### config.mk
export PLATFORM = sky130hd
export DESIGN_NAME = mismatch_burst_guard
export DESIGN_NICKNAME = d
export VERILOG_FILES = /design/src/rtl/mbg_pkg.sv /design/src/rtl/mbg_sync.sv /design/src/rtl/mbg_timer.sv /design/src/rtl/mbg_ctrl.sv /design/src/rtl/mismatch_burst_guard.sv
export SDC_FILE = /design/constraint.sdc
export NUM_CORES = 1
export LEC_CHECK = 0
export BUFFER_PORTS_ARGS = -buffer_cell sky130_fd_sc_hd__buf_2
export CELL_PAD_IN_SITES_DETAIL_PLACEMENT = 1
export CELL_PAD_IN_SITES_GLOBAL_PLACEMENT = 1
export CORE_AREA = 2 2 70 72
export DETAILED_ROUTE_END_ITERATION = 7
export DIE_AREA = 0 0 72 74
export PLACE_DENSITY = 0.6
export SLEW_MARGIN = 10
export SYNTH_ARGS = -nofsm -noshare
export SYNTH_HDL_FRONTEND = slang
export SYNTH_SLANG_ARGS = --single-unit
### constraint.sdc
create_clock -name clk -period 4.5 [get_ports clk]
set_input_delay 0.9 -clock clk [delete_from_list [all_inputs] [get_ports clk]]
set_output_delay 0.9 -clock clk [all_outputs]
set_load 0.01 [all_outputs]
### src/rtl/mbg_pkg.sv
package mbg_pkg;

  typedef enum logic [1:0] {
    ST_IDLE  = 2'd0,
    ST_BLANK = 2'd1,
    ST_RUN   = 2'd2,
    ST_HOLD  = 2'd3
  } guardState_t;

  // Strobes from the control FSM to the timing datapath.
  typedef struct packed {
    logic loadBlank;
    logic loadHold;
  } timerCmd_t;

endpackage

### src/rtl/mbg_sync.sv
module mbg_sync #(
  parameter int WIDTH  = 2,
  parameter int STAGES = 2
) (
  input  logic             clk,
  input  logic             rstN,
  input  logic [WIDTH-1:0] asyncIn,
  output logic [WIDTH-1:0] syncOut
);

  logic [WIDTH-1:0] chain [STAGES];

  generate
    for (genvar s = 0; s < STAGES; s++) begin : g_stage
      if (s == 0) begin : g_first
        always_ff @(posedge clk or negedge rstN) begin
          if (!rstN) chain[s] <= '0;
          else       chain[s] <= asyncIn;
        end
      end else begin : g_next
        always_ff @(posedge clk or negedge rstN) begin
          if (!rstN) chain[s] <= '0;
          else       chain[s] <= chain[s-1];
        end
      end
    end
  endgenerate

  assign syncOut = chain[STAGES-1];

endmodule

### src/rtl/mbg_timer.sv
module mbg_timer
  import mbg_pkg::*;
#(
  parameter int BLANK_CYC = 200,
  parameter int HOLD_CYC  = 2000
) (
  input  logic      clk,
  input  logic      rstN,
  input  timerCmd_t cmd,
  output logic      timerDone
);

  localparam int MAX_CYC = (BLANK_CYC > HOLD_CYC) ? BLANK_CYC : HOLD_CYC;
  localparam int CNT_W   = $clog2(MAX_CYC + 1);
  localparam logic [CNT_W-1:0] BLANK_LOAD = CNT_W'(BLANK_CYC - 1);
  localparam logic [CNT_W-1:0] HOLD_LOAD  = CNT_W'(HOLD_CYC - 1);

  logic [CNT_W-1:0] remain;

  always_ff @(posedge clk or negedge rstN) begin
    if (!rstN)                remain <= '0;
    else if (cmd.loadBlank)   remain <= BLANK_LOAD;
    else if (cmd.loadHold)    remain <= HOLD_LOAD;
    else if (remain != '0)    remain <= remain - 1'b1;
  end

  assign timerDone = (remain == '0);

endmodule

### src/rtl/mbg_ctrl.sv
module mbg_ctrl
  import mbg_pkg::*;
(
  input  logic      clk,
  input  logic      rstN,
  input  logic      ttlSync,
  input  logic      faultSync,
  input  logic      timerDone,
  output timerCmd_t cmd,
  output logic      biasEn,
  output logic      holdOff
);

  guardState_t state, stateNext;

  always_comb begin
    stateNext     = state;
    cmd.loadBlank = 1'b0;
    cmd.loadHold  = 1'b0;
    unique case (state)
      ST_IDLE: begin
        if (ttlSync) begin
          stateNext     = ST_BLANK;
          cmd.loadBlank = 1'b1;
        end
      end
      ST_BLANK: begin
        if (!ttlSync) begin
          stateNext = ST_IDLE;
        end else if (timerDone) begin
          if (faultSync) begin
            stateNext    = ST_HOLD;
            cmd.loadHold = 1'b1;
          end else begin
            stateNext = ST_RUN;
          end
        end
      end
      ST_RUN: begin
        if (!ttlSync) stateNext = ST_IDLE;
      end
      ST_HOLD: begin
        if (timerDone) begin
          if (ttlSync) begin
            stateNext     = ST_BLANK;
            cmd.loadBlank = 1'b1;
          end else begin
            stateNext = ST_IDLE;
          end
        end
      end
      default: stateNext = ST_IDLE;
    endcase
  end

  always_ff @(posedge clk or negedge rstN) begin
    if (!rstN) state <= ST_IDLE;
    else       state <= stateNext;
  end

  assign biasEn  = (state == ST_BLANK) || (state == ST_RUN);
  assign holdOff = (state == ST_HOLD);

endmodule

### src/rtl/mismatch_burst_guard.sv
module mismatch_burst_guard
  import mbg_pkg::*;
#(
  parameter int CLK_FREQ_HZ = 100_000_000,
  parameter int BLANK_US    = 200,
  parameter int HOLD_US     = 2000
) (
  input  logic clk,
  input  logic rstN,
  input  logic ttlIn,
  input  logic faultIn,
  output logic biasEn,
  output logic holdOff
);

  localparam int TICKS_PER_US = CLK_FREQ_HZ / 1_000_000;
  localparam int BLANK_CYC    = TICKS_PER_US * BLANK_US;
  localparam int HOLD_CYC     = TICKS_PER_US * HOLD_US;

  generate
    if (CLK_FREQ_HZ < 1_000_000) begin : g_bad_clock
      $error("mismatch_burst_guard: CLK_FREQ_HZ must be at least 1 MHz");
    end
  endgenerate

  logic [1:0] syncBus;
  logic       ttlSync;
  logic       faultSync;
  logic       timerDone;
  timerCmd_t  cmd;

  mbg_sync #(.WIDTH(2), .STAGES(2)) u_sync (
    .clk     (clk),
    .rstN    (rstN),
    .asyncIn ({faultIn, ttlIn}),
    .syncOut (syncBus)
  );

  assign ttlSync   = syncBus[0];
  assign faultSync = syncBus[1];

  mbg_ctrl u_ctrl (
    .clk       (clk),
    .rstN      (rstN),
    .ttlSync   (ttlSync),
    .faultSync (faultSync),
    .timerDone (timerDone),
    .cmd       (cmd),
    .biasEn    (biasEn),
    .holdOff   (holdOff)
  );

  mbg_timer #(.BLANK_CYC(BLANK_CYC), .HOLD_CYC(HOLD_CYC)) u_timer (
    .clk       (clk),
    .rstN      (rstN),
    .cmd       (cmd),
    .timerDone (timerDone)
  );

endmodule

-- Word level (Yosys, flattened, before mapping)
Cells that the tools add are included.
- flip-flop bits (word level): 24
- output and inout port bits: 2
- word-level logic and storage cells: 36
- reductions and logical operators: 6
- muxes and demuxes: 18
- $add $sub $neg: 1
- eq/ne operators: 7
- operator list (operator ; count):
    two-way mux 18 bit ; 3
    logical NOT 18 bit ; 1
    nonzero test 18 bit ; 1
    subtractor 18 x 1 -> 18 bit, second input constant ; 1
    two-way mux 2 bit ; 5
    two-way mux 1 bit ; 8
    case mux 2 bit (4 select lines) ; 1
    == test 2 bit, second input constant ; 2
    inequality test 2 bit, second input constant ; 2
    AND reduction 4 bit ; 1
    inequality test 3 bit, second input constant ; 1
    nonzero test 3 bit ; 1
    == test 2 x 1 -> 1 bit, second input constant ; 1
    logical NOT 2 bit ; 1
    inequality test 2 x 1 -> 1 bit, second input constant ; 1
    case mux 1 bit (2 select lines) ; 1
    logical OR 1 bit ; 1

-- Depth between registers and ports, before layout
- depth after elaboration: 6
- gate-level depth with buffers: 9
- mapped depth without buffers: 7

-- Hierarchy
A second synthesis with hierarchy kept.
- cells, all modules: 147
- area total of the unflattened synthesis: 1462.7 µm²
- by module, submodules not included (module ; area each (µm²) ; cells each ; instances):
    mbg_timer ; 1133.6 ; 117 ; 1
    mbg_ctrl ; 214.0 ; 24 ; 1
    mbg_sync ; 115.1 ; 6 ; 1

-- Worst setup path before layout
Ideal clock, no wire load.
- path kind: register to register
- from: register u_timer.remain[0]
- to: register u_timer.remain[16]
- period minus slack after synthesis: 2.264 ns
- buffers on the path: 1
- library setup time: 0.130 ns
- setup slack: 2.236 ns
- data arrival time: 2.134 ns
- stages on the path, launching flop included: 9
- required time: 4.370 ns
- cell sequence: dfrtp_1 > inv_1 > ha_1 > or4b_1 > buf_6 > nor4_4 > a32oi_1 > o21ai_0 > nor2_1
- cells in the longest elaborated chain, start to end: 6
- elaborated cells on any way between the ends: 12
- those cells by class: add/sub: 1; mux: 8; reduce/logical: 3
- ends and longest elaborated chain (what ; RTL line ; text):
    start, declared ; mbg_timer.sv:18 ; logic [CNT_W-1:0] remain;
    start signal, assigned ; mbg_timer.sv:24 ; else if (remain != '0) remain <= remain - 1'b1;
    parallel branches: the longest is 6 deep, another holds subtractor 18 x 1 -> 18 bit ; n/a ;
Parallel ways; which one is timed is not known. The select of a mux whose other input is x is not followed.
A chain may end at the register's enable or synchronous reset.

-- Final worst setup path
- from: register u_timer.remain[0]
- to: register u_timer.remain[8]
The elaborated chain is that of the path after synthesis.

==> flow_summary.toml <==
[run_status]
status = "finished, final reports clean"

[clock_tree]
cts_inserted_buffers = 3
cts_tree = "built"
cts_resized = 0
postCtsHoldBufs = 0
clk_latency_ns = 0.27
cts.htree.levels = 1
clock-sinks = 24
clock_path_buffers = 2
cts.clk_slew.worst_paths_ns = 0.09
root_buffer = "clkbuf_8"
post-cts-setup-buffers = 0

[synth]
synth_simple_gate_area_share_pct = 21.7
syn_area_per_cell_um2 = 10.2
syn-instance-count = 131
synth_cell_type_count = 44
synth_fa_ha_area_share_pct = 4.70
synth-seq-cells = 24
synthMuxAreaShare_pct = 1.60
synth_top_area_cell = "dfrtp_1"
synth_top_area_share_pct = 45.1
synth.area.top_cells = "dfrtp_1, xnor2_1, ha_1"
synth_nets = 140
synth_compound_area_share_pct = 16.7
synth_top_family_by_area = "simple AND/OR/NAND/NOR gates"
synth-xor-area-share_pct = 7.24
ys_seq_area_share_pct = 45.1
synth_area_um2 = 1330
synth_warnings = 0

[floorplan]
rows = 25
fp.dieH_um = 74
start_util_pct = 29.0
die-area_um2 = 5330
core_area_um2 = 4600
die_w_um = 72
pin_count = 6

[global_route]
first_global_vias = 1102
grt_max_degree = 25
antenna_found_initial = 0
grt_pass1_wl_mm = 5.42
grt_overflow = 0
track_usage_pct = 13.2

[sta]
worst_slew_pin_slew_ns = 0.686
max_freq_ghz = 0.364
fin_ws_ns = 1.75
skew_ns = 0.00603
min_period_over_period_pct = 61.1
finalHoldViolCount = 0
finalMaxSlewViolations = 0
slew_headroom_pct = 53.1
min_period_ns = 2.75
setup-tns-final_ns = 0
rsz0062_at_grt = "no"
setup_viol = 0

[placement]
port_buffers = 5
gp_congestion = 0.887
dp_slack_ns = 1.79
hpwl_mm = 2.34

[route]
viasPerCell = 5.31
ant_nets = 0
vias = 1020
finalWirelength_mm = 3.13
drcViolationCount = 0
first_pass_iters = 4
drtIter0Drc = 70
wl_per_cell_um = 16.3

[worst_setup_path]
crit_chain = "inv_1 -> ha_1 -> or4b_1 -> nor4_4 -> nand2_2 -> o21ai_0 -> a21oi_1"
cp_data_arrival_time_ns = 2.89
end_kind = "flop"
critPathBufInv = 1
start_kind = "flop"
cp_max_fo = 9
worstSetupPathType = "reg2reg"
path_delay_family = "simple AND/OR/NAND/NOR gates"
max_stage_delay_ns = 0.64
worstPathRequired_ns = 4.64
critical-path-slowest-cell = "or4b_1"

[power_and_ir_drop]
share_comb_of_total_power_pct = 38.5
p_clk_share_pct = 19.2
swShare_pct = 39.5
p_switching_uw = 306
p_leak_uw = 0.000577
p_seq_share_pct = 42.4
power.density_nw_per_um2 = 529
vdd_drop_max_mv = 0.246
p_int_uw = 468

[min_path]
hold_class = "reg2reg"

[final_layout]
drive_gt1_share_pct = 14.5
diodes = 0
syn2layout_area_growth_pct = 9.87
final_nets = 148

[job]
drv_cap = 0
[routing by layer]
metal | track usage, % | wire length, um
met1 | 17.2 | 1550
met2 | 22.8 | 1500
met3 | 3.25 | 69
met4 | 1.89 | 17
met5 | 0 | 0
[worst paths after layout]
kind / startpoint / to / slack [ns] / depth (start not counted)
min reg2reg: u_sync.chain[2] / u_sync.syncOut[0] / 0.36 / 0
max reg2reg: u_timer.remain[0] / u_timer.remain[8] / 1.75 / 7
max: u_timer.remain[0] / u_timer.remain[8] / 1.75 / 7
min: u_sync.chain[2] / u_sync.syncOut[0] / 0.36 / 0
min in group asynchronous: rstN / u_timer.remain[4] / 0.61 / 1
max in group asynchronous: rstN / u_timer.remain[9] / 3.52 / 1
[worst register-to-register path: stages (launching register included)]
cell     delay, ns
dfrtp_1       0.42
inv_1         0.09
ha_1          0.20
or4b_1        0.64
nor4_4        0.55
nand2_2       0.24
o21ai_0       0.40
a21oi_1       0.08
[cells by family after synthesis]
logic type,count (synthesis)
xor+xnor,11
fa+ha+maj,5
buf+inv,8
compound gates,30
mux,2
simple gates,51
flops,24
[power by group through the flow]
| stage | combinational (uW) | clock (uW) | sequential (uW) |
|---|---|---|---|
| 6_report | 298 | 149 | 328 |
| 5_1_grt | 340 | 161 | 338 |
| 4_1_cts | 304 | 154 | 327 |
| 3_5_place_dp | 298 | 0 | 332 |
| 3_3_place_gp | 289 | 0 | 326 |
| 2_1_floorplan | 225 | 0 | 313 |
[cell usage after synthesis (all sizes together)]
master   number
or3           2
a221oi        2
inv           6
or4           3
o21a          1
a21oi         8
dfrtp        24
nor2         12
and3          1
mux2i         1
buf           2
a32oi         1
nand2        11
o31ai         1
nand2b        1
xnor2         9
a211oi        2
o21bai        1
o41ai         1
or2           2
o211ai        1
a211o         1
nor2b         1
o21ai         7
or4b          1
ha            5
or2b          1
nor3          8
a2111oi       3
a2111o        1
xor2          2
nand3         2
mux2          1
and2          1
nor4          5
[layout by cell type, fill, tap and decap left out, types with 5 or more instances in the layout]
master and count:
dfrtp_1 24, xnor2_1 9, nor2_1 12, a21oi_1 7
inv_1 6, nor3_1 8, ha_1 5, nand2_1 10
o21ai_0 6, buf_2 5
[metrics by stage]
step | cells | power, uW | hold slack, ns | area (um2) | utilization (%)
2_1_floorplan | 131 | 538 | 0.331 | 1330 | -
3_3_place_gp | 188 | 615 | 0.341 | 1410 | 30.6
3_5_place_dp | 188 | 630 | 0.345 | 1410 | 30.6
4_1_cts | 192 | 785 | 0.365 | 1460 | 31.8
5_1_grt | 192 | 838 | 0.372 | 1460 | 31.8
6_report | 192 | 774 | 0.362 | 1460 | 31.8
[state kept, by name, summed over array words and instances (netlist names)]
| register | cells |
|---|---|
| u_ctrl.state | 2 |
| u_timer.remain | 18 |
| u_sync.syncOut | 2 |
| u_sync.chain | 2 |
[final cells by class]
cell class	count	area, um2
multi-input cells	99	692
flip-flops and latches	24	601
clock buffers	4	55.1
inverters	6	22.5
repair buffers	5	25.0
well taps	54	67.6
fillers	532	3140
Power figures use the tool's default switching activity.
